<file path="src/rtl/chan_iso_pkg.sv">
package chan_iso_pkg;
  typedef enum logic [1:0] {
    SEL_BYPASS = 2'd0,
    SEL_ENABLE = 2'd1,
    SEL_MASK   = 2'd2,
    SEL_PSCAN  = 2'd3
  } scan_sel_e;
endpackage

</file>
<file path="src/rtl/cfg_shift_reg.sv">
// Scan-accessible configuration register: shadow shift stage plus live copy.
module cfg_shift_reg #(
  parameter int unsigned W = 8,
  parameter logic [W-1:0] RST_VAL = '0
) (
  input  logic         clk,
  input  logic         rst_n,
  input  logic         capture,
  input  logic         shift,
  input  logic         update,
  input  logic         si,
  output logic         so,
  output logic [W-1:0] q
);
  logic [W-1:0] shadow;

  always_ff @(posedge clk or negedge rst_n) begin
    if (!rst_n) begin
      shadow <= RST_VAL;
      q      <= RST_VAL;
    end else if (capture) begin
      shadow <= q;
    end else if (shift) begin
      shadow <= {si, shadow[W-1:1]};
    end else if (update) begin
      q <= shadow;
    end
  end

  assign so = shadow[0];


  cfg_hold_chk: assert property (@(posedge clk) disable iff (!rst_n)
    !update |=> $stable(q));
endmodule

</file>
<file path="src/rtl/bscan_segment.sv">
// One channel's slice of the boundary path, skipped by a mux when not selected.
module bscan_segment #(
  parameter int unsigned CELLS = 3,
  parameter bit          DRIVES = 1'b1
) (
  input  logic             clk,
  input  logic             rst_n,
  input  logic             sel_i,
  input  logic             capture,
  input  logic             shift,
  input  logic             update,
  input  logic [CELLS-1:0] cap_i,
  input  logic             si,
  output logic             so,
  output logic [CELLS-1:0] upd_o
);
  logic [CELLS-1:0] cells;
  logic [CELLS-1:0] shifted;

  generate
    if (CELLS == 1) begin : g_one
      assign shifted = si;
    end else begin : g_many
      assign shifted = {si, cells[CELLS-1:1]};
    end
  endgenerate

  always_ff @(posedge clk or negedge rst_n) begin
    if (!rst_n) begin
      cells <= '0;
    end else if (sel_i && capture) begin
      cells <= cap_i;
    end else if (sel_i && shift) begin
      cells <= shifted;
    end
  end

  generate
    if (DRIVES) begin : g_upd
      logic [CELLS-1:0] upd_q;
      always_ff @(posedge clk or negedge rst_n) begin
        if (!rst_n)                           upd_q <= '0;
        else if (sel_i && update && !capture && !shift) upd_q <= cells;
      end
      assign upd_o = upd_q;
    end else begin : g_noupd
      assign upd_o = '0;
    end
  endgenerate

  assign so = sel_i ? cells[0] : si;


  seg_idle_chk: assert property (@(posedge clk) disable iff (!rst_n)
    !sel_i |=> $stable(cells));

  seg_skip_chk: assert property (@(posedge clk) disable iff (!rst_n)
    !sel_i |-> (so == si));
endmodule

</file>
<file path="src/rtl/port_steer.sv">
// Picks one of a direction's two equivalent ports, avoiding disabled ones.
module port_steer #(
  parameter int unsigned DW = 2
) (
  input  logic               clk,
  input  logic               rst_n,
  input  logic [1:0]         en,
  input  logic [1:0]         test,
  input  logic               dir_valid,
  input  logic [DW-1:0]      dir_data,
  output logic               dir_ready,
  input  logic [1:0]         upd_valid,
  input  logic [1:0][DW-1:0] upd_data,
  output logic [1:0]         func_valid,
  output logic [1:0]         out_valid,
  output logic [1:0][DW-1:0] out_data,
  input  logic [1:0]         out_ready
);
  logic pick0, pick1;

  assign pick0 = en[0];
  assign pick1 = !en[0] && en[1];
  assign func_valid = {pick1 && dir_valid, pick0 && dir_valid};
  assign dir_ready  = (pick0 && out_ready[0]) || (pick1 && out_ready[1]);

  always_comb begin
    for (int k = 0; k < 2; k++) begin
      out_valid[k] = test[k] ? upd_valid[k] : func_valid[k];
      out_data[k]  = test[k] ? upd_data[k]  : dir_data;
    end
  end


  steer_excl_chk: assert property (@(posedge clk) disable iff (!rst_n)
    (test == 2'b00) |-> !(out_valid[0] && out_valid[1]));

  steer_dis_chk: assert property (@(posedge clk) disable iff (!rst_n)
    (!en[1] && !test[1]) |-> !out_valid[1]);

  steer_ready_chk: assert property (@(posedge clk) disable iff (!rst_n)
    dir_ready |-> ((en[0] && out_ready[0]) || (en[1] && out_ready[1])));
endmodule

</file>
<file path="src/rtl/chan_isolate.sv">
module chan_isolate
  import chan_iso_pkg::*;
#(
  parameter int unsigned N_IN  = 4,
  parameter int unsigned N_DIR = 2,
  parameter int unsigned DW    = 2
) (
  input  logic                          clk,
  input  logic                          rst_n,
  input  logic [1:0]                    scan_sel,
  input  logic                          scan_capture,
  input  logic                          scan_shift,
  input  logic                          scan_update,
  input  logic                          scan_tdi,
  output logic                          scan_tdo,
  input  logic [N_IN-1:0]               in_valid,
  output logic [N_IN-1:0]               in_ready,
  input  logic [N_IN-1:0][DW-1:0]       in_data,
  output logic [N_IN-1:0]               core_valid,
  input  logic [N_IN-1:0]               core_ready,
  output logic [N_IN-1:0][DW-1:0]       core_data,
  input  logic [N_DIR-1:0]              dir_valid,
  output logic [N_DIR-1:0]              dir_ready,
  input  logic [N_DIR-1:0][DW-1:0]      dir_data,
  output logic [2*N_DIR-1:0]            out_valid,
  input  logic [2*N_DIR-1:0]            out_ready,
  output logic [2*N_DIR-1:0][DW-1:0]    out_data
);
  localparam int unsigned N_OUT = 2 * N_DIR;
  localparam int unsigned N_CH  = N_IN + N_OUT;
  localparam int unsigned CELLS = DW + 1;

  scan_sel_e sel;
  assign sel = scan_sel_e'(scan_sel);

  logic [N_CH-1:0] en_q, mask_q, seg_sel;
  logic            en_so, mask_so, byp_q, pscan;
  logic [N_CH:0]   link;

  logic [N_OUT-1:0]          func_valid;
  logic [N_OUT-1:0]          upd_valid;
  logic [N_OUT-1:0][DW-1:0]  upd_data;
  logic [N_CH-1:0][CELLS-1:0] cap_all;

  cfg_shift_reg #(.W(N_CH), .RST_VAL({N_CH{1'b1}})) u_en (
    .clk(clk), .rst_n(rst_n),
    .capture(scan_capture && sel == SEL_ENABLE),
    .shift(scan_shift && sel == SEL_ENABLE),
    .update(scan_update && sel == SEL_ENABLE),
    .si(scan_tdi), .so(en_so), .q(en_q)
  );

  cfg_shift_reg #(.W(N_CH), .RST_VAL('0)) u_mask (
    .clk(clk), .rst_n(rst_n),
    .capture(scan_capture && sel == SEL_MASK),
    .shift(scan_shift && sel == SEL_MASK),
    .update(scan_update && sel == SEL_MASK),
    .si(scan_tdi), .so(mask_so), .q(mask_q)
  );

  always_ff @(posedge clk or negedge rst_n) begin
    if (!rst_n)          byp_q <= 1'b0;
    else if (scan_shift) byp_q <= scan_tdi;
  end

  assign pscan   = (sel == SEL_PSCAN);
  assign seg_sel = pscan ? (mask_q & ~en_q) : '0;

  // Input channel gating toward and from the core.
  assign core_valid = in_valid & en_q[N_IN-1:0];
  assign in_ready   = core_ready & en_q[N_IN-1:0];
  assign core_data  = in_data;

  // Output steering, one pair of ports per direction.
  genvar d;
  generate
    for (d = 0; d < N_DIR; d++) begin : g_dir
      port_steer #(.DW(DW)) u_steer (
        .clk(clk), .rst_n(rst_n),
        .en(en_q[N_IN+2*d +: 2]),
        .test(seg_sel[N_IN+2*d +: 2]),
        .dir_valid(dir_valid[d]),
        .dir_data(dir_data[d]),
        .dir_ready(dir_ready[d]),
        .upd_valid(upd_valid[2*d +: 2]),
        .upd_data(upd_data[2*d +: 2]),
        .func_valid(func_valid[2*d +: 2]),
        .out_valid(out_valid[2*d +: 2]),
        .out_data(out_data[2*d +: 2]),
        .out_ready(out_ready[2*d +: 2])
      );
    end
  endgenerate

  // Boundary segments, chained from scan_tdi (highest channel) to link[0].
  assign link[N_CH] = scan_tdi;

  genvar c;
  generate
    for (c = 0; c < N_CH; c++) begin : g_seg
      if (c < N_IN) begin : g_in
        logic [CELLS-1:0] upd_unused;
        assign cap_all[c] = {in_data[c], in_valid[c]};
        bscan_segment #(.CELLS(CELLS), .DRIVES(1'b0)) u_seg (
          .clk(clk), .rst_n(rst_n), .sel_i(seg_sel[c]),
          .capture(scan_capture), .shift(scan_shift), .update(scan_update),
          .cap_i(cap_all[c]), .si(link[c+1]), .so(link[c]),
          .upd_o(upd_unused)
        );
      end else begin : g_out
        logic [CELLS-1:0] upd_cells;
        assign cap_all[c] = {dir_data[(c-N_IN)/2], func_valid[c-N_IN]};
        assign upd_valid[c-N_IN] = upd_cells[0];
        assign upd_data[c-N_IN]  = upd_cells[CELLS-1:1];
        bscan_segment #(.CELLS(CELLS), .DRIVES(1'b1)) u_seg (
          .clk(clk), .rst_n(rst_n), .sel_i(seg_sel[c]),
          .capture(scan_capture), .shift(scan_shift), .update(scan_update),
          .cap_i(cap_all[c]), .si(link[c+1]), .so(link[c]),
          .upd_o(upd_cells)
        );
      end
    end
  endgenerate

  always_comb begin
    unique case (sel)
      SEL_ENABLE: scan_tdo = en_so;
      SEL_MASK:   scan_tdo = mask_so;
      SEL_PSCAN:  scan_tdo = (|seg_sel) ? link[0] : byp_q;
      default:    scan_tdo = byp_q;
    endcase
  end

  generate
    for (c = 0; c < N_IN; c++) begin : g_in_chk

      in_gate_chk: assert property (@(posedge clk) disable iff (!rst_n)
        !en_q[c] |-> (!in_ready[c] && !core_valid[c]));
    end
    for (c = 0; c < N_OUT; c++) begin : g_out_chk

      test_only_chk: assert property (@(posedge clk) disable iff (!rst_n)
        (!pscan && !en_q[N_IN+c]) |-> !out_valid[c]);
    end
  endgenerate


  bypass_chk: assert property (@(posedge clk) disable iff (!rst_n)
    (sel == SEL_BYPASS && $past(scan_shift) && $past(sel) == SEL_BYPASS)
      |-> (scan_tdo == $past(scan_tdi)));
endmodule

</file>
<file path="config.mk">
export PLATFORM = sky130hd
export DESIGN_NAME = chan_isolate
export DESIGN_NICKNAME = d
export VERILOG_FILES = /design/src/rtl/chan_iso_pkg.sv /design/src/rtl/cfg_shift_reg.sv /design/src/rtl/bscan_segment.sv /design/src/rtl/port_steer.sv /design/src/rtl/chan_isolate.sv
export SDC_FILE = /design/constraint.sdc
export NUM_CORES = 1
export LEC_CHECK = 0
export CAP_MARGIN = 10
export CORE_ASPECT_RATIO = 1.1
export CORE_MARGIN = 2
export CORE_UTILIZATION = 65
export CTS_BUF_LIST = sky130_fd_sc_hd__clkbuf_2 sky130_fd_sc_hd__clkbuf_4 sky130_fd_sc_hd__clkbuf_8
export CTS_CLUSTER_DIAMETER = 50
export DETAILED_ROUTE_END_ITERATION = 7
export DONT_BUFFER_PORTS = 1
export PLACE_DENSITY = 0.88
export RECOVER_POWER = 25
export SYNTH_ARGS = -nofsm -noshare
export SYNTH_HDL_FRONTEND = slang
export SYNTH_SLANG_ARGS = --single-unit
</file>
<file path="constraint.sdc">
create_clock -name clk -period 6.83 [get_ports clk]
set_clock_uncertainty 0.15 [all_clocks]
set_input_delay 1.366 -clock clk [delete_from_list [all_inputs] [get_ports clk]]
set_output_delay 1.366 -clock clk [all_outputs]
set_load 0.05 [all_outputs]
</file>
# After elaboration in Yosys (flattened, before gate mapping)
# Index checks and enable logic that the tools add are counted.
# classes
n_addsub,0
n_lt_le_gt_ge,0
shifts,0
n_reduce_logical,63
eq_ne,3
n_div,0
n_mux,39
bitwise_logic,8
multipliers,0
# op_table
op,n
$mux 3,16
$logic_and 1x1->1,44
$mux 8,5
$reduce_bool 2->1,10
$mux 1,13
$and 4x4->4,2
$and 8x8->8,1
$mux 2,4
$not 8->8,1
$reduce_or 8->1,1
$reduce_and 3->1,2
$eq 2x2->1 const B,2
$logic_not 1->1,4
$not 1->1,4
$pmux 1 s3,1
$eq 2x1->1 const B,1
$logic_or 1x1->1,2
# totals
romBits,0
reg_bits,69
output_inout_bits,31
ramBits,0
latch_bits,0
n_memories,0

# Longest topological paths before layout
# Gate-level depths: netlist of the first run.
# logic_depth
word_depth,13
mapped_depth,8

# By module
# Synthesis of the first run repeated with hierarchy kept, for this count alone.
# unflattened
cells_unflattened,349
area_unflattened_um2,3906.2
# by_module_without_submodules
mod,cells_each,area_per_inst_um2,instances,seq_area_each_um2
bscan_segment (g_seg[4].g_out.u_seg ...),19,302.8,4,150.1
bscan_segment (g_seg[0].g_in.u_seg ...),22,183.9,4,75.1
cfg_shift_reg (u_en),52,705.7,1,420.4
cfg_shift_reg (u_mask),52,685.7,1,400.4
chan_isolate,55,375.4,1,25.0
port_steer,13,96.3,2,0.0

# Least setup slack after synthesis of the first run
# Ideal clock, no wire load.
# synth_timing
path_kind,input to output
start,input scan_sel[0]
end,output scan_tdo
arrival_time_ns,2.855
stages,8
slack_ns,2.459
cell_sequence,buf_4 > nand4b_1 > buf_2 > nand4_1 > nor4b_1 > nand2_1 > a31oi_1 > a31o_1
# synth_between
elab_chain_cells,12
word_cells_on_any_way,15
cone_classes,3 x eq/ne; 11 x mux; 1 x reduce/logical
# synth_lines
item,line_no,rtl
from (decl),chan_isolate.sv:10,"input logic [1:0] scan_sel,"
$eq 2x2->1,"chan_isolate.sv:66, chan_isolate.sv:126",
$mux 8,chan_isolate.sv:67,assign seg_sel = pscan ? (mask_q & ~en_q) : '0;
$mux 1 (8 in series),bscan_segment.sv:51,assign so = sel_i ? cells[0] : si;
$mux 1,chan_isolate.sv:129,SEL_PSCAN: scan_tdo = (|seg_sel) ? link[0] : byp_q;
$pmux 1 s3 *,chan_isolate.sv:126,unique case (sel)
to (decl),chan_isolate.sv:15,"output logic scan_tdo,"
# Every way passes the cells marked *; elsewhere a longest branch is shown, timed or not.

# Worst setup path in the final report of the first run
# layout_timing
start,input scan_sel[1]
end,output scan_tdo
# The elaborated chain is that of the path after synthesis.

==> impl_results.html, run 1 <==
<table>
<tr><th>Metric</th><th>Value</th></tr>
<tr><th colspan="2">Yosys</th></tr>
<tr><td>Number of unique standard cell types used by synthesis</td><td>50</td></tr>
<tr><td>Number of flip-flops and latches in the synthesized netlist</td><td>roughly 70</td></tr>
<tr><td>Proportion of synthesized chip area in sequential cells</td><td>a little under half</td></tr>
<tr><td>Post-Synthesis Cells</td><td>380</td></tr>
<tr><td>Share of synthesized flip-flops with an asynchronous set or reset</td><td>between 90% and 100%</td></tr>
<tr><td>Synthesized area per cell</td><td>approximately 9.7 µm²</td></tr>
<tr><td>Mapped Area</td><td>~0.0037 mm²</td></tr>
<tr><td>Synthesized netlist net count</td><td>just over 400</td></tr>
<tr><td>Primary flip-flop cell chosen by synthesis mapping</td><td>sky130_fd_sc_hd__dfrtp_1</td></tr>
<tr><td>Number of synthesized flops with an enable pin</td><td>0</td></tr>
<tr><td>Count of warnings emitted by yosys</td><td>0</td></tr>
<tr><th colspan="2">Placed design</th></tr>
<tr><td>Instance area after placement</td><td>between 0.003 and 0.004 mm²</td></tr>
<tr><td>Placement-stage worst setup slack</td><td>about 2300 ps</td></tr>
<tr><td>DP HPWL</td><td>roughly 5800 µm</td></tr>
<tr><td>Port Buffer Count</td><td>0</td></tr>
<tr><td>Routability congestion estimate from global placement</td><td>slightly above 0.8</td></tr>
<tr><th colspan="2">STA</th></tr>
<tr><td>Number of endpoints failing setup at the final stage</td><td>0</td></tr>
<tr><td>Final worst path period need</td><td>4598 ps</td></tr>
<tr><td>Total count of hold-check failures in the final report</td><td>0</td></tr>
<tr><td>Unrepaired setup endpoints after global routing</td><td>false</td></tr>
<tr><td>Slew Viols, Final</td><td>0</td></tr>
<tr><td>Post-layout worst setup margin</td><td>2232 ps</td></tr>
<tr><td>Slew @ Worst Pin</td><td>890.7 ps</td></tr>
<tr><td>Share of the clock period used by the worst path after layout</td><td>67.32%</td></tr>
<tr><td>Final sum of negative setup slack</td><td>0 ps</td></tr>
<tr><td>Worst slew margin relative to its limit</td><td>around two fifths</td></tr>
<tr><td>Maximum achievable frequency</td><td>around 220 MHz</td></tr>
<tr><th colspan="2">Final layout</th></tr>
<tr><td>Total non-filler cell area in the finished layout</td><td>0.003866 mm²</td></tr>
<tr><td>Total inserted antenna cells</td><td>0</td></tr>
<tr><td>P&amp;R area growth vs syn</td><td>4.924%</td></tr>
<tr><td>Fill count</td><td>408</td></tr>
<tr><td>Final-stage net count</td><td>between 300 and 400</td></tr>
<tr><td>Share of final-layout standard cells stronger than drive strength 1</td><td>a little under a fifth</td></tr>
<tr><td>Combined flip-flop and latch cell area</td><td>~0.0017 mm²</td></tr>
<tr><td>Area of combinational cells with multiple inputs</td><td>0.001772 mm²</td></tr>
<tr><td>Core utilization of the finished layout</td><td>71.20%</td></tr>
<tr><th colspan="2">Setup path</th></tr>
<tr><td>Maximum fanout along the worst path</td><td>13</td></tr>
<tr><td>Setup CP Type</td><td>input pin to output port</td></tr>
<tr><td>End of the worst register-to-register path</td><td>g_seg[0].g_in.u_seg.cells[2]</td></tr>
<tr><td>Critical Path RT</td><td>between 5000 and 6000 ps</td></tr>
<tr><td>Delay of the slowest cell on the worst path</td><td>approximately 520 ps</td></tr>
<tr><td>Number of cells on the critical path</td><td>6</td></tr>
<tr><td>Cell family contributing the most delay on the critical path</td><td>compound AO/OA/AOI/OAI gates</td></tr>
<tr><td>Worst path cell trace</td><td>nand4b_2 &gt; mux2i_1 &gt; a211oi_2 &gt; o21ai_2 &gt; a31oi_1 &gt; a31o_1</td></tr>
<tr><td>First element of the critical path</td><td>scan_sel[1]</td></tr>
<tr><td>Worst endpoint data arrival time</td><td>around 3000 ps</td></tr>
<tr><td>Count of cells along the worst register-to-register path</td><td>6</td></tr>
<tr><td>Beginning of the worst register-to-register path</td><td>u_en.q[7]</td></tr>
<tr><td>Slowest cell on the critical path</td><td>sky130_fd_sc_hd__a31o_1</td></tr>
<tr><td>Critical path buffers and inverters</td><td>0</td></tr>
<tr><td>Flop2flop setup slack</td><td>4580 ps</td></tr>
<tr><td>Type of element launching the critical path</td><td>input pin</td></tr>
<tr><td>Sort of element at the end of the critical path</td><td>output port</td></tr>
<tr><th colspan="2">Power</th></tr>
<tr><td>Power density relative to cell area</td><td>roughly 350 mW/mm²</td></tr>
<tr><td>Sw power</td><td>around 0.46 mW</td></tr>
<tr><td>Register share of total power</td><td>between 40 and 50%</td></tr>
<tr><td>Internal power</td><td>around 0.9 mW</td></tr>
<tr><td>Switching Share</td><td>approximately a third</td></tr>
<tr><td>Logic gate share of total power</td><td>approximately a quarter</td></tr>
<tr><td>Peak VDD IR</td><td>between 0.2 and 0.3 mV</td></tr>
<tr><td>Clock power frac</td><td>between 20 and 30%</td></tr>
<tr><td>Static leakage</td><td>roughly 1.7 nW</td></tr>
<tr><th colspan="2">Routing</th></tr>
<tr><td>Length of the first detailed-routing pass in iterations</td><td>5</td></tr>
<tr><td>DRT antenna net count</td><td>0</td></tr>
<tr><td>Final routed wirelength across all metal layers</td><td>around 8400 µm</td></tr>
<tr><td>DR vias</td><td>approximately 3,000</td></tr>
<tr><td>Number of DRC markers in iteration 0</td><td>~280</td></tr>
<tr><td>Vias per cell</td><td>around 6.8</td></tr>
<tr><td>Wire length per cell after detailed routing</td><td>about 19 µm</td></tr>
<tr><td># DRC</td><td>0</td></tr>
<tr><th colspan="2">Die</th></tr>
<tr><td>Die width</td><td>~76 µm</td></tr>
<tr><td>Number of top-level design ports</td><td>65</td></tr>
<tr><td>Number of cell rows</td><td>28</td></tr>
<tr><td>Die area</td><td>roughly 0.0063 mm²</td></tr>
<tr><td>Starting density of the core</td><td>between 60% and 70%</td></tr>
<tr><td>DIE HEIGHT</td><td>82.97 µm</td></tr>
<tr><td>Core footprint</td><td>0.005430 mm²</td></tr>
<tr><th colspan="2">CTS</th></tr>
<tr><td>Cell at the root of the clock tree</td><td>sky130_fd_sc_hd__clkbuf_8</td></tr>
<tr><td>Clock transition at the register clock pins on the worst setup and hold paths after CTS</td><td>roughly 70 ps</td></tr>
<tr><td>Maximum count of clock buffers along a single path</td><td>2</td></tr>
<tr><td>Clk_lat worst skew</td><td>~350 ps</td></tr>
<tr><td>Post CTS Setup Buffer Count</td><td>0</td></tr>
<tr><td>CTS Sinks</td><td>between 60 and 70</td></tr>
<tr><td>H-tree level count</td><td>3</td></tr>
<tr><td>Clock buffers created by TritonCTS</td><td>9</td></tr>
<tr><td>Number of hold buffers added after cts</td><td>0</td></tr>
<tr><td>TritonCTS clock tree</td><td>done</td></tr>
<tr><td>Post-cts gate resize count</td><td>0</td></tr>
<tr><th colspan="2">GRT</th></tr>
<tr><td>Most utilized layer in the global route result</td><td>met2</td></tr>
<tr><td>Largest net degree at the start of global routing</td><td>70</td></tr>
<tr><td>Antenna violations before repair</td><td>0</td></tr>
<tr><td>Overall track demand over capacity in global routing</td><td>28.71%</td></tr>
<tr><td>Overflow after GRT</td><td>0</td></tr>
<tr><td>Number of global-route vias before repair</td><td>2,865</td></tr>
<tr><td>GR Util met1</td><td>39.59%</td></tr>
<tr><td>Global-route wire length before repair</td><td>between 10,000 and 15,000 µm</td></tr>
<tr><td>Met3 demand-to-capacity share in global routing</td><td>6.675%</td></tr>
<tr><td>Global Route met2 Usage</td><td>44.12%</td></tr>
<tr><th colspan="2">Worst hold path</th></tr>
<tr><td>Hold path endpoint</td><td>g_seg[6].g_out.u_seg.upd_o[2]</td></tr>
<tr><td>Hold depth</td><td>1</td></tr>
<tr><td>Worst hold start</td><td>g_seg[6].g_out.u_seg.upd_o[2]</td></tr>
<tr><td>Worst min-delay path category</td><td>flip-flop to flip-flop</td></tr>
<tr><th colspan="2">Job</th></tr>
<tr><td>Reported max-cap violation count</td><td>0</td></tr>
<tr><th colspan="2">Status</th></tr>
<tr><td>Outcome</td><td>completed</td></tr>
</table>
-- synthesized netlist by cell type (2+ instances only) --
library cell	instances	area [µm²]
sky130_fd_sc_hd__nand2_1	65	244.0
sky130_fd_sc_hd__dfrtp_1	53	1326
sky130_fd_sc_hd__a21oi_1	38	190.2
sky130_fd_sc_hd__o22ai_1	29	181.4
sky130_fd_sc_hd__mux2_2	27	304.0
sky130_fd_sc_hd__o21ai_0	21	105.1
sky130_fd_sc_hd__dfstp_2	16	420.4
sky130_fd_sc_hd__clkbuf_1	13	48.80
sky130_fd_sc_hd__and3_1	12	75.07
sky130_fd_sc_hd__buf_4	12	90.09
sky130_fd_sc_hd__and2_1	10	62.56
sky130_fd_sc_hd__nor2_1	10	37.54
sky130_fd_sc_hd__a22o_1	6	52.55
sky130_fd_sc_hd__nor2b_1	5	31.28
sky130_fd_sc_hd__o21ai_1	5	25.02
sky130_fd_sc_hd__a22oi_1	4	30.03
sky130_fd_sc_hd__nor3b_2	4	50.05
sky130_fd_sc_hd__a31o_1	3	26.28
sky130_fd_sc_hd__nand2b_1	3	18.77
sky130_fd_sc_hd__nand3_1	3	15.01
sky130_fd_sc_hd__nand4b_1	3	26.28
sky130_fd_sc_hd__a31oi_1	2	12.51
sky130_fd_sc_hd__a32o_1	2	20.02
sky130_fd_sc_hd__clkinv_1	2	7.510
sky130_fd_sc_hd__mux2_1	2	22.52
sky130_fd_sc_hd__nand3b_1	2	15.01
sky130_fd_sc_hd__nand4_1	2	12.51
sky130_fd_sc_hd__nand4b_2	2	30.03
sky130_fd_sc_hd__o21a_1	2	15.01
sky130_fd_sc_hd__or4_1	2	15.01
-- metal layers --
| metal | up-vias | part of all wire, % |
|---|---|---|
| li1 | 1358 | - |
| met1 | 1488 | 41 |
| met2 | 140 | 50 |
| met3 | 19 | 7.3 |
| met4 | 0 | 1.8 |
| met5 | - | 0 |
-- final cells by class --
cell class / count / area share (%)
Inverter: 3 / 0.2913
Clock buffer: 12 / 4.272
Multi-Input combinational cell: 281 / 45.83
Tap cell: 75 / 2.427
Clock inverter: 4 / 2.006
Sequential cell: 69 / 45.18
-- how the worst max path moves through the flow --
stage	to	slack, ps
after global routing	scan_tdo	2080
after floorplan	scan_tdo	2460
after CTS	scan_tdo	2250
after global placement	scan_tdo	2300
final	scan_tdo	2230
after detailed placement	scan_tdo	2250
-- cells in the final DEF (no fill, tap or decap), types with 4 or more instances in the layout --
cell and n:
sky130_fd_sc_hd__dfstp_2 16, sky130_fd_sc_hd__a21oi_1 38, sky130_fd_sc_hd__a22oi_1 4, sky130_fd_sc_hd__mux2_2 27
sky130_fd_sc_hd__clkbuf_8 12, sky130_fd_sc_hd__and3_1 12, sky130_fd_sc_hd__o21ai_1 5, sky130_fd_sc_hd__nand2_1 65
sky130_fd_sc_hd__o22ai_1 29, sky130_fd_sc_hd__nor2_1 10, sky130_fd_sc_hd__and2_1 10, sky130_fd_sc_hd__nor3b_2 4
sky130_fd_sc_hd__o21ai_0 21, sky130_fd_sc_hd__a22o_1 6, sky130_fd_sc_hd__dfrtp_1 53, sky130_fd_sc_hd__nor2b_1 5
-- state kept, by name (all words and copies together) (netlist names) --
register / flops
g_seg.g_in.u_seg.cells: 12
g_seg.g_out.u_seg.cells: 12
g_seg.g_out.u_seg.upd_o: 12
u_en.q: 8
u_en.shadow: 8
u_mask.q: 8
u_mask.shadow: 8
byp_q: 1
-- worst reg2reg max path, stage by stage (launching register included) --
cell,delay (ps)
sky130_fd_sc_hd__dfstp_2,590
sky130_fd_sc_hd__nand4b_2,250
sky130_fd_sc_hd__mux2i_1,350
sky130_fd_sc_hd__a211oi_2,150
sky130_fd_sc_hd__o21ai_2,170
sky130_fd_sc_hd__a31oi_1,150
sky130_fd_sc_hd__a221o_1,340
-- metrics by stage --
step / power, mW / instances / hold slack, ps
floorplan: 0.9165 / 380 / 314.1
global placement: 0.9499 / 428 / 330.3
detailed placement: 0.9671 / 428 / 334.6
CTS: 1.358 / 444 / 359.6
global route: 1.425 / 444 / 392.7
finish: 1.362 / 444 / 356.8
-- cells by family after synthesis --
logic type / Yosys count / share of synthesized area [%]
buffers and inverters: 30 / 4.516
muxes: 30 / 9.134
and+or+nand+nor: 129 / 18.68
DFF: 69 / 47.40
AOI/OAI and AO/OA: 122 / 20.27
-- power groups by stage --
stage	Combinational (mW)	Sequential [mW]	Clock, mW
global placement	0.308	0.642	0
floorplan	0.309	0.608	0
global route	0.352	0.658	0.416
finish	0.322	0.645	0.395
CTS	0.322	0.640	0.396
detailed placement	0.321	0.646	0
Note: power is estimated with default switching activity, not from simulation.
==> run 2: changes to the inputs <==
Clock period 6.83 ns to 4.57 ns, I/O delays scaled along.
==> run 2 against run 1 <==
  * Die area unchanged
  * Combinational power up 49%
  * Cell count is 0.23% higher
  * First-iteration DRC count decreased by 5.6%
  * Global-route usage is 0.056 points lower
  * Hold slack worse by 260 ps
  * Non-clock buffer count increased by 1
  * Highest routed layer unchanged
  * Clock-buffer cell count down 1
  * Via count fell by 1.2%
  * Power grew 48%
  * Utilization is 0.14 points lower
==> impl_results.html, run 2 (synthesis gave the netlist of run 1 again) <==
<table>
<tr><th>Metric</th><th>Value</th></tr>
<tr><th colspan="2">Final layout</th></tr>
<tr><td>Total inserted antenna cells</td><td>0</td></tr>
<tr><td>P&amp;R area growth vs syn</td><td>4.720%</td></tr>
<tr><td>Share of final-layout standard cells stronger than drive strength 1</td><td>between 10% and 20%</td></tr>
<tr><td>Most common library cell in the layout ignoring fill and taps</td><td>sky130_fd_sc_hd__nand2_1</td></tr>
<tr><td>Commonest non-fill, non-tap cells in the layout</td><td>sky130_fd_sc_hd__nand2_1 (65), sky130_fd_sc_hd__dfrtp_1 (53), sky130_fd_sc_hd__a21oi_1 (38)</td></tr>
<tr><td>Core utilization of the finished layout</td><td>slightly above 70%</td></tr>
<tr><td>Final-stage net count</td><td>between 300 and 400</td></tr>
<tr><td>Number of non-filler instances in the completed layout</td><td>approximately 450</td></tr>
<tr><td>Total non-filler cell area in the finished layout</td><td>0.003859 mm²</td></tr>
<tr><th colspan="2">Setup path</th></tr>
<tr><td>Critical path buffers and inverters</td><td>0</td></tr>
<tr><td>First element of the critical path</td><td>scan_sel[1]</td></tr>
<tr><td>Flop2flop setup slack</td><td>2340 ps</td></tr>
<tr><td>Sort of element at the end of the critical path</td><td>output port</td></tr>
<tr><td>Maximum fanout along the worst path</td><td>13</td></tr>
<tr><td>Critical Path RT</td><td>between 3000 and 4000 ps</td></tr>
<tr><td>Delay of the slowest cell on the worst path</td><td>about 520 ps</td></tr>
<tr><td>Type of element launching the critical path</td><td>input pin</td></tr>
<tr><td>Setup CP Type</td><td>input pin to output port</td></tr>
<tr><td>Worst path cell trace</td><td>nand4b_2 &gt; mux2i_1 &gt; a211oi_2 &gt; o21ai_2 &gt; a31oi_1 &gt; a31o_1</td></tr>
<tr><td>Beginning of the worst register-to-register path</td><td>u_en.q[7]</td></tr>
<tr><td>Number of cells on the critical path</td><td>6</td></tr>
<tr><td>Count of cells along the worst register-to-register path</td><td>6</td></tr>
<tr><td>End of the worst register-to-register path</td><td>g_seg[0].g_in.u_seg.cells[2]</td></tr>
<tr><td>Cell family contributing the most delay on the critical path</td><td>compound AO/OA/AOI/OAI gates</td></tr>
<tr><td>Worst endpoint data arrival time</td><td>2600 ps</td></tr>
<tr><td>Slowest cell on the critical path</td><td>sky130_fd_sc_hd__a31o_1</td></tr>
<tr><th colspan="2">CTS</th></tr>
<tr><td>Clock transition at the register clock pins on the worst setup and hold paths after CTS</td><td>80 ps</td></tr>
<tr><td>Post-cts gate resize count</td><td>0</td></tr>
<tr><td>H-tree level count</td><td>3</td></tr>
<tr><td>TritonCTS clock tree</td><td>done</td></tr>
<tr><td>Post CTS Setup Buffer Count</td><td>0</td></tr>
<tr><td>Cell at the root of the clock tree</td><td>sky130_fd_sc_hd__clkbuf_8</td></tr>
<tr><td>Maximum count of clock buffers along a single path</td><td>2</td></tr>
<tr><td>Clk_lat worst skew</td><td>approximately 350 ps</td></tr>
<tr><td>Clock buffers created by TritonCTS</td><td>9</td></tr>
<tr><td>CTS Sinks</td><td>69</td></tr>
<tr><td>Number of hold buffers added after cts</td><td>0</td></tr>
<tr><th colspan="2">Power</th></tr>
<tr><td>Static leakage</td><td>between 1.5 and 2 nW</td></tr>
<tr><td>Tot Pwr</td><td>2.015 mW</td></tr>
<tr><td>Peak VDD IR</td><td>around 0.34 mV</td></tr>
<tr><td>Power density relative to cell area</td><td>522.1 mW/mm²</td></tr>
<tr><th colspan="2">STA</th></tr>
<tr><td>Slew @ Worst Pin</td><td>769.6 ps</td></tr>
<tr><td>Number of endpoints failing setup at the final stage</td><td>0</td></tr>
<tr><td>Slew Viols, Final</td><td>0</td></tr>
<tr><td>Final worst path period need</td><td>3667 ps</td></tr>
<tr><td>Unrepaired setup endpoints after global routing</td><td>false</td></tr>
<tr><td>Hold WS</td><td>100.3 ps</td></tr>
<tr><td>Post-layout worst setup margin</td><td>903.0 ps</td></tr>
<tr><td>Maximum achievable frequency</td><td>about 270 MHz</td></tr>
<tr><td>Share of the clock period used by the worst path after layout</td><td>between 80% and 90%</td></tr>
<tr><td>Worst slew margin relative to its limit</td><td>48.59%</td></tr>
<tr><td>Final sum of negative setup slack</td><td>0 ps</td></tr>
<tr><td>Total count of hold-check failures in the final report</td><td>0</td></tr>
<tr><th colspan="2">Placed design</th></tr>
<tr><td>DP HPWL</td><td>~5700 µm</td></tr>
<tr><td>Routability congestion estimate from global placement</td><td>0.8469</td></tr>
<tr><td>Instance area after placement</td><td>about 0.0036 mm²</td></tr>
<tr><td>Port Buffer Count</td><td>0</td></tr>
<tr><td>Placed Cells incl. Taps</td><td>~430</td></tr>
<tr><td>Placement-stage worst setup slack</td><td>a little over 900 ps</td></tr>
<tr><th colspan="2">Routing</th></tr>
<tr><td># DRC</td><td>0</td></tr>
<tr><td>Length of the first detailed-routing pass in iterations</td><td>5</td></tr>
<tr><td>Vias per cell</td><td>approximately 6.7</td></tr>
<tr><td>DRT antenna net count</td><td>0</td></tr>
<tr><td>DR vias</td><td>slightly below 3,000</td></tr>
<tr><td>Wire length per cell after detailed routing</td><td>18.98 µm</td></tr>
<tr><td>Number of DRC markers in iteration 0</td><td>~270</td></tr>
<tr><td>Final routed wirelength across all metal layers</td><td>around 8400 µm</td></tr>
<tr><th colspan="2">GRT</th></tr>
<tr><td>Overflow after GRT</td><td>0</td></tr>
<tr><td>Number of global-route vias before repair</td><td>roughly 2,900</td></tr>
<tr><td>Overall track demand over capacity in global routing</td><td>28.65%</td></tr>
<tr><td>Global-route wire length before repair</td><td>13,880 µm</td></tr>
<tr><td>Largest net degree at the start of global routing</td><td>70</td></tr>
<tr><td>Antenna violations before repair</td><td>0</td></tr>
<tr><th colspan="2">Die</th></tr>
<tr><td>Starting density of the core</td><td>roughly 68%</td></tr>
<tr><td>Core footprint</td><td>about 0.0054 mm²</td></tr>
<tr><td>DIE HEIGHT</td><td>a little over 80 µm</td></tr>
<tr><td>Die area</td><td>approximately 0.0063 mm²</td></tr>
<tr><td>Number of top-level design ports</td><td>65</td></tr>
<tr><td>Die width</td><td>about 76 µm</td></tr>
<tr><td>Number of cell rows</td><td>28</td></tr>
<tr><th colspan="2">Status</th></tr>
<tr><td>Outcome</td><td>completed</td></tr>
<tr><th colspan="2">Job</th></tr>
<tr><td>Reported max-cap violation count</td><td>0</td></tr>
<tr><th colspan="2">Worst hold path</th></tr>
<tr><td>Worst min-delay path category</td><td>input pin to async pin</td></tr>
</table>
==> run 2: changes by cell type in the layout (fill, tap and decap cells not counted) <==
cell and delta:
sky130_fd_sc_hd__clkbuf_8 -2, sky130_fd_sc_hd__clkbuf_4 +1, sky130_fd_sc_hd__clkinv_2 +1, sky130_fd_sc_hd__buf_4 +1
==> run 2: cell type report <==
type                            instances  area (µm²)
Inverter                                3       11.26
Tap cell                               75       93.84
Multi-Input combinational cell        281        1772
Clock buffer                           11       145.1
Sequential cell                        69        1747
Fill cell                             413        1572
Clock inverter                          5       82.58
Timing Repair Buffer                    1       7.507
==> run 2: metal layers <==
metal  GRT usage [%]  vias to the layer above  wire [µm]
li1                -                     1359          -
met1           39.07                     1469       3480
met2           44.04                      125       4203
met3           6.432                       15        638
met4           11.00                        0        123
met5               0                        -          0
==> run 2: how the worst max path moves through the flow <==
stage	endpoint	slack, ps
6_report	scan_tdo	900
5_1_grt	scan_tdo	760
4_1_cts	scan_tdo	910
3_5_place_dp	scan_tdo	920
3_3_place_gp	scan_tdo	940
2_1_floorplan	scan_tdo	1100
==> run 2: where the power goes <==
| group | switching, mW | internal [mW] |
|---|---|---|
| registers | 0.165 | 0.800 |
| clock network | 0.240 | 0.330 |
| logic | 0.286 | 0.193 |
==> run 3: changes to the inputs <==
Settings changed: CORE_UTILIZATION 65 to 60, PLACE_DENSITY 0.88 to 0.86.
Clock period 4.57 ns to 2.9 ns, I/O delays scaled along.
==> run 3 against run 2 <==
  * The flow now finishes with violations (capacitance limit, slew limit)
  * Sequential share of layout area is 2.0 points lower
  * Largest power group unchanged
  * Global-route usage is 0.36 points lower
  * Critical path type is now flip-flop to output port
  * Sequential power increased by 56%
  * Via count grew 5.7%
  * Power rose by 59%
  * Sequential cell count unchanged
  * Combinational power rose by 85%
  * Utilization is 1.9 points lower
  * Non-clock buffer count increased by 20
==> impl_results.html, run 3 (synthesis gave the netlist of run 1 again) <==
<table>
<tr><th>Metric</th><th>Value</th></tr>
<tr><th colspan="2">GRT</th></tr>
<tr><td>Global-route wire length before repair</td><td>around 15,000 µm</td></tr>
<tr><td>Overall track demand over capacity in global routing</td><td>approximately 28%</td></tr>
<tr><td>Overflow after GRT</td><td>0</td></tr>
<tr><td>Antenna violations before repair</td><td>0</td></tr>
<tr><td>Largest net degree at the start of global routing</td><td>70</td></tr>
<tr><td>Number of global-route vias before repair</td><td>2,974</td></tr>
<tr><th colspan="2">STA</th></tr>
<tr><td>Share of the clock period used by the worst path after layout</td><td>between 90% and 100%</td></tr>
<tr><td>Unrepaired setup endpoints after global routing</td><td>true</td></tr>
<tr><td>Post-layout worst setup margin</td><td>between 30 and 40 ps</td></tr>
<tr><td>Slew Viols, Final</td><td>70</td></tr>
<tr><td>Slew @ Worst Pin</td><td>between 1500 and 2000 ps</td></tr>
<tr><td>Number of endpoints failing setup at the final stage</td><td>0</td></tr>
<tr><td>Hold WS</td><td>164.2 ps</td></tr>
<tr><td>Maximum achievable frequency</td><td>roughly 350 MHz</td></tr>
<tr><td>Final worst path period need</td><td>2863 ps</td></tr>
<tr><td>Total count of hold-check failures in the final report</td><td>0</td></tr>
<tr><td>Worst slew margin relative to its limit</td><td>-9.939%</td></tr>
<tr><th colspan="2">Die</th></tr>
<tr><td>Die area</td><td>between 0.006 and 0.007 mm²</td></tr>
<tr><td>Number of cell rows</td><td>29</td></tr>
<tr><td>Starting density of the core</td><td>between 60% and 70%</td></tr>
<tr><td>DIE HEIGHT</td><td>roughly 86 µm</td></tr>
<tr><td>Core footprint</td><td>~0.006 mm²</td></tr>
<tr><td>Die width</td><td>approximately 80 µm</td></tr>
<tr><td>Number of top-level design ports</td><td>65</td></tr>
<tr><th colspan="2">Routing</th></tr>
<tr><td>DRT antenna net count</td><td>0</td></tr>
<tr><td>DR vias</td><td>roughly 3,100</td></tr>
<tr><td>Vias per cell</td><td>between 6 and 7</td></tr>
<tr><td>Final routed wirelength across all metal layers</td><td>9095 µm</td></tr>
<tr><td>Number of DRC markers in iteration 0</td><td>about 400</td></tr>
<tr><td># DRC</td><td>0</td></tr>
<tr><td>Length of the first detailed-routing pass in iterations</td><td>7</td></tr>
<tr><td>Wire length per cell after detailed routing</td><td>19.48 µm</td></tr>
<tr><th colspan="2">Final layout</th></tr>
<tr><td>Share of final-layout standard cells stronger than drive strength 1</td><td>roughly a quarter</td></tr>
<tr><td>Most common library cell in the layout ignoring fill and taps</td><td>sky130_fd_sc_hd__nand2_1</td></tr>
<tr><td>Commonest non-fill, non-tap cells in the layout</td><td>sky130_fd_sc_hd__nand2_1 (65), sky130_fd_sc_hd__dfrtp_1 (53), sky130_fd_sc_hd__a21oi_1 (38)</td></tr>
<tr><td>Final-stage net count</td><td>419</td></tr>
<tr><td>Area of combinational cells with multiple inputs</td><td>~0.0018 mm²</td></tr>
<tr><td>Fill count</td><td>440</td></tr>
<tr><td>Combined flip-flop and latch cell area</td><td>approximately 0.0017 mm²</td></tr>
<tr><td>Total non-filler cell area in the finished layout</td><td>a little over 0.004 mm²</td></tr>
<tr><td>Number of non-filler instances in the completed layout</td><td>about 470</td></tr>
<tr><td>Total inserted antenna cells</td><td>0</td></tr>
<tr><td>P&amp;R area growth vs syn</td><td>9.678%</td></tr>
<tr><th colspan="2">Setup path</th></tr>
<tr><td>Beginning of the worst register-to-register path</td><td>u_en.q[7]</td></tr>
<tr><td>Maximum fanout along the worst path</td><td>3</td></tr>
<tr><td>Critical Path RT</td><td>2170 ps</td></tr>
<tr><td>Type of element launching the critical path</td><td>flip-flop</td></tr>
<tr><td>Sort of element at the end of the critical path</td><td>output port</td></tr>
<tr><td>Setup CP Type</td><td>flip-flop to output port</td></tr>
<tr><td>Worst endpoint data arrival time</td><td>about 2100 ps</td></tr>
<tr><td>First element of the critical path</td><td>u_en.q[7]</td></tr>
<tr><th colspan="2">Power</th></tr>
<tr><td>Sw power</td><td>approximately 1.1 mW</td></tr>
<tr><td>Switching Share</td><td>between 30% and 40%</td></tr>
<tr><td>Clock power frac</td><td>25.3%</td></tr>
<tr><td>Logic gate share of total power</td><td>27.6%</td></tr>
<tr><td>Register share of total power</td><td>between 40% and 50%</td></tr>
<tr><td>Power density relative to cell area</td><td>~800 mW/mm²</td></tr>
<tr><td>Peak VDD IR</td><td>around 0.42 mV</td></tr>
<tr><td>Internal power</td><td>between 2 and 2.5 mW</td></tr>
<tr><td>Tot Pwr</td><td>between 3 and 4 mW</td></tr>
<tr><td>Static leakage</td><td>about 1.8 nW</td></tr>
<tr><th colspan="2">Status</th></tr>
<tr><td>Failing checks</td><td>capacitance limit, slew limit</td></tr>
<tr><td>Outcome</td><td>finished with violations</td></tr>
<tr><th colspan="2">Placed design</th></tr>
<tr><td>Routability congestion estimate from global placement</td><td>~0.84</td></tr>
<tr><td>Port Buffer Count</td><td>0</td></tr>
<tr><td>Placed Cells incl. Taps</td><td>approximately 440</td></tr>
<tr><td>Placement-stage worst setup slack</td><td>between 200 and 250 ps</td></tr>
<tr><td>Instance area after placement</td><td>between 0.003 and 0.004 mm²</td></tr>
<tr><td>DP HPWL</td><td>approximately 6000 µm</td></tr>
<tr><th colspan="2">CTS</th></tr>
<tr><td>Maximum count of clock buffers along a single path</td><td>2</td></tr>
<tr><td>Clk_lat worst skew</td><td>about 360 ps</td></tr>
<tr><td>Clock buffers created by TritonCTS</td><td>9</td></tr>
<tr><td>Clock transition at the register clock pins on the worst setup and hold paths after CTS</td><td>about 70 ps</td></tr>
<tr><td>H-tree level count</td><td>3</td></tr>
<tr><td>Cell at the root of the clock tree</td><td>sky130_fd_sc_hd__clkbuf_8</td></tr>
<tr><td>TritonCTS clock tree</td><td>done</td></tr>
<tr><td>CTS Sinks</td><td>a little under 70</td></tr>
<tr><th colspan="2">Worst hold path</th></tr>
<tr><td>Worst min-delay path category</td><td>input pin to flip-flop</td></tr>
<tr><td>Worst hold start</td><td>scan_capture</td></tr>
<tr><th colspan="2">Job</th></tr>
<tr><td>Reported max-cap violation count</td><td>1</td></tr>
</table>
-- run 3: worst paths after layout --
path                                                  to  slack, ps  cells after the start
max in group asynchronous   g_seg[0].g_in.u_seg.cells[0]        520                      2
min in group asynchronous   g_seg[3].g_in.u_seg.cells[2]       1090                      2
hold / removal             g_seg[4].g_out.u_seg.cells[1]        160                      1
setup / recovery                                scan_tdo         40                      7
hold reg to reg            g_seg[7].g_out.u_seg.upd_o[0]        360                      1
setup reg to reg            g_seg[3].g_in.u_seg.cells[2]        890                      8
-- run 3: stage by stage --
stage	util, %	TNS (ps)
3_5_place_dp	63.18	0
5_1_grt	69.18	-59.11
4_1_cts	68.90	0
2_1_floorplan	-	0
3_3_place_gp	63.18	0
6_report	69.18	0
-- run 3: metal layers --
metal	vias up	track usage, %	part of all wire [%]
li1	1400	-	-
met1	1545	36.06	39
met2	159	47.47	51
met3	34	6.875	7.4
met4	0	9.888	3.0
met5	-	0	0
-- run 3: worst max-delay path: stages, from the launching register on --
cell and delay (ps):
sky130_fd_sc_hd__dfstp_2 540, sky130_fd_sc_hd__nand4b_4 140, sky130_fd_sc_hd__mux2i_2 280, sky130_fd_sc_hd__a211oi_2 120, sky130_fd_sc_hd__o21ai_2 170, sky130_fd_sc_hd__a31oi_2 130, sky130_fd_sc_hd__a31o_1 230, sky130_fd_sc_hd__buf_12 160
-- run 3: area by class of cell --
class,count,share of cell area [%]
multi-input combinational,281,44.71
sequential,69,43.22
timing repair buffer,21,4.303
clock buffer,12,3.932
tap,77,2.384
clock inverter,4,1.176
inverter,3,0.2786
-- run 3: power by group through the flow --
| stage | clock network, mW | registers, mW | logic, mW |
|---|---|---|---|
| after floorplan | 0 | 1.43 | 0.727 |
| after global placement | 0 | 1.51 | 0.758 |
| after detailed placement | 0 | 1.52 | 0.787 |
| after CTS | 0.811 | 1.51 | 0.849 |
| after global routing | 0.859 | 1.54 | 0.958 |
| final | 0.811 | 1.51 | 0.886 |
-- run 3: timing repair --
| item | in CTS | in global routing |
|---|---|---|
| resized for setup | 6 | 1 |
| pin swaps | 4 | 2 |
| hold buffers | 2 | 0 |
| buffers inserted | 8 | 4 |
| setup endpoints to repair | 1 | 1 |
| endpoints found under the hold margin | 69 | 0 |
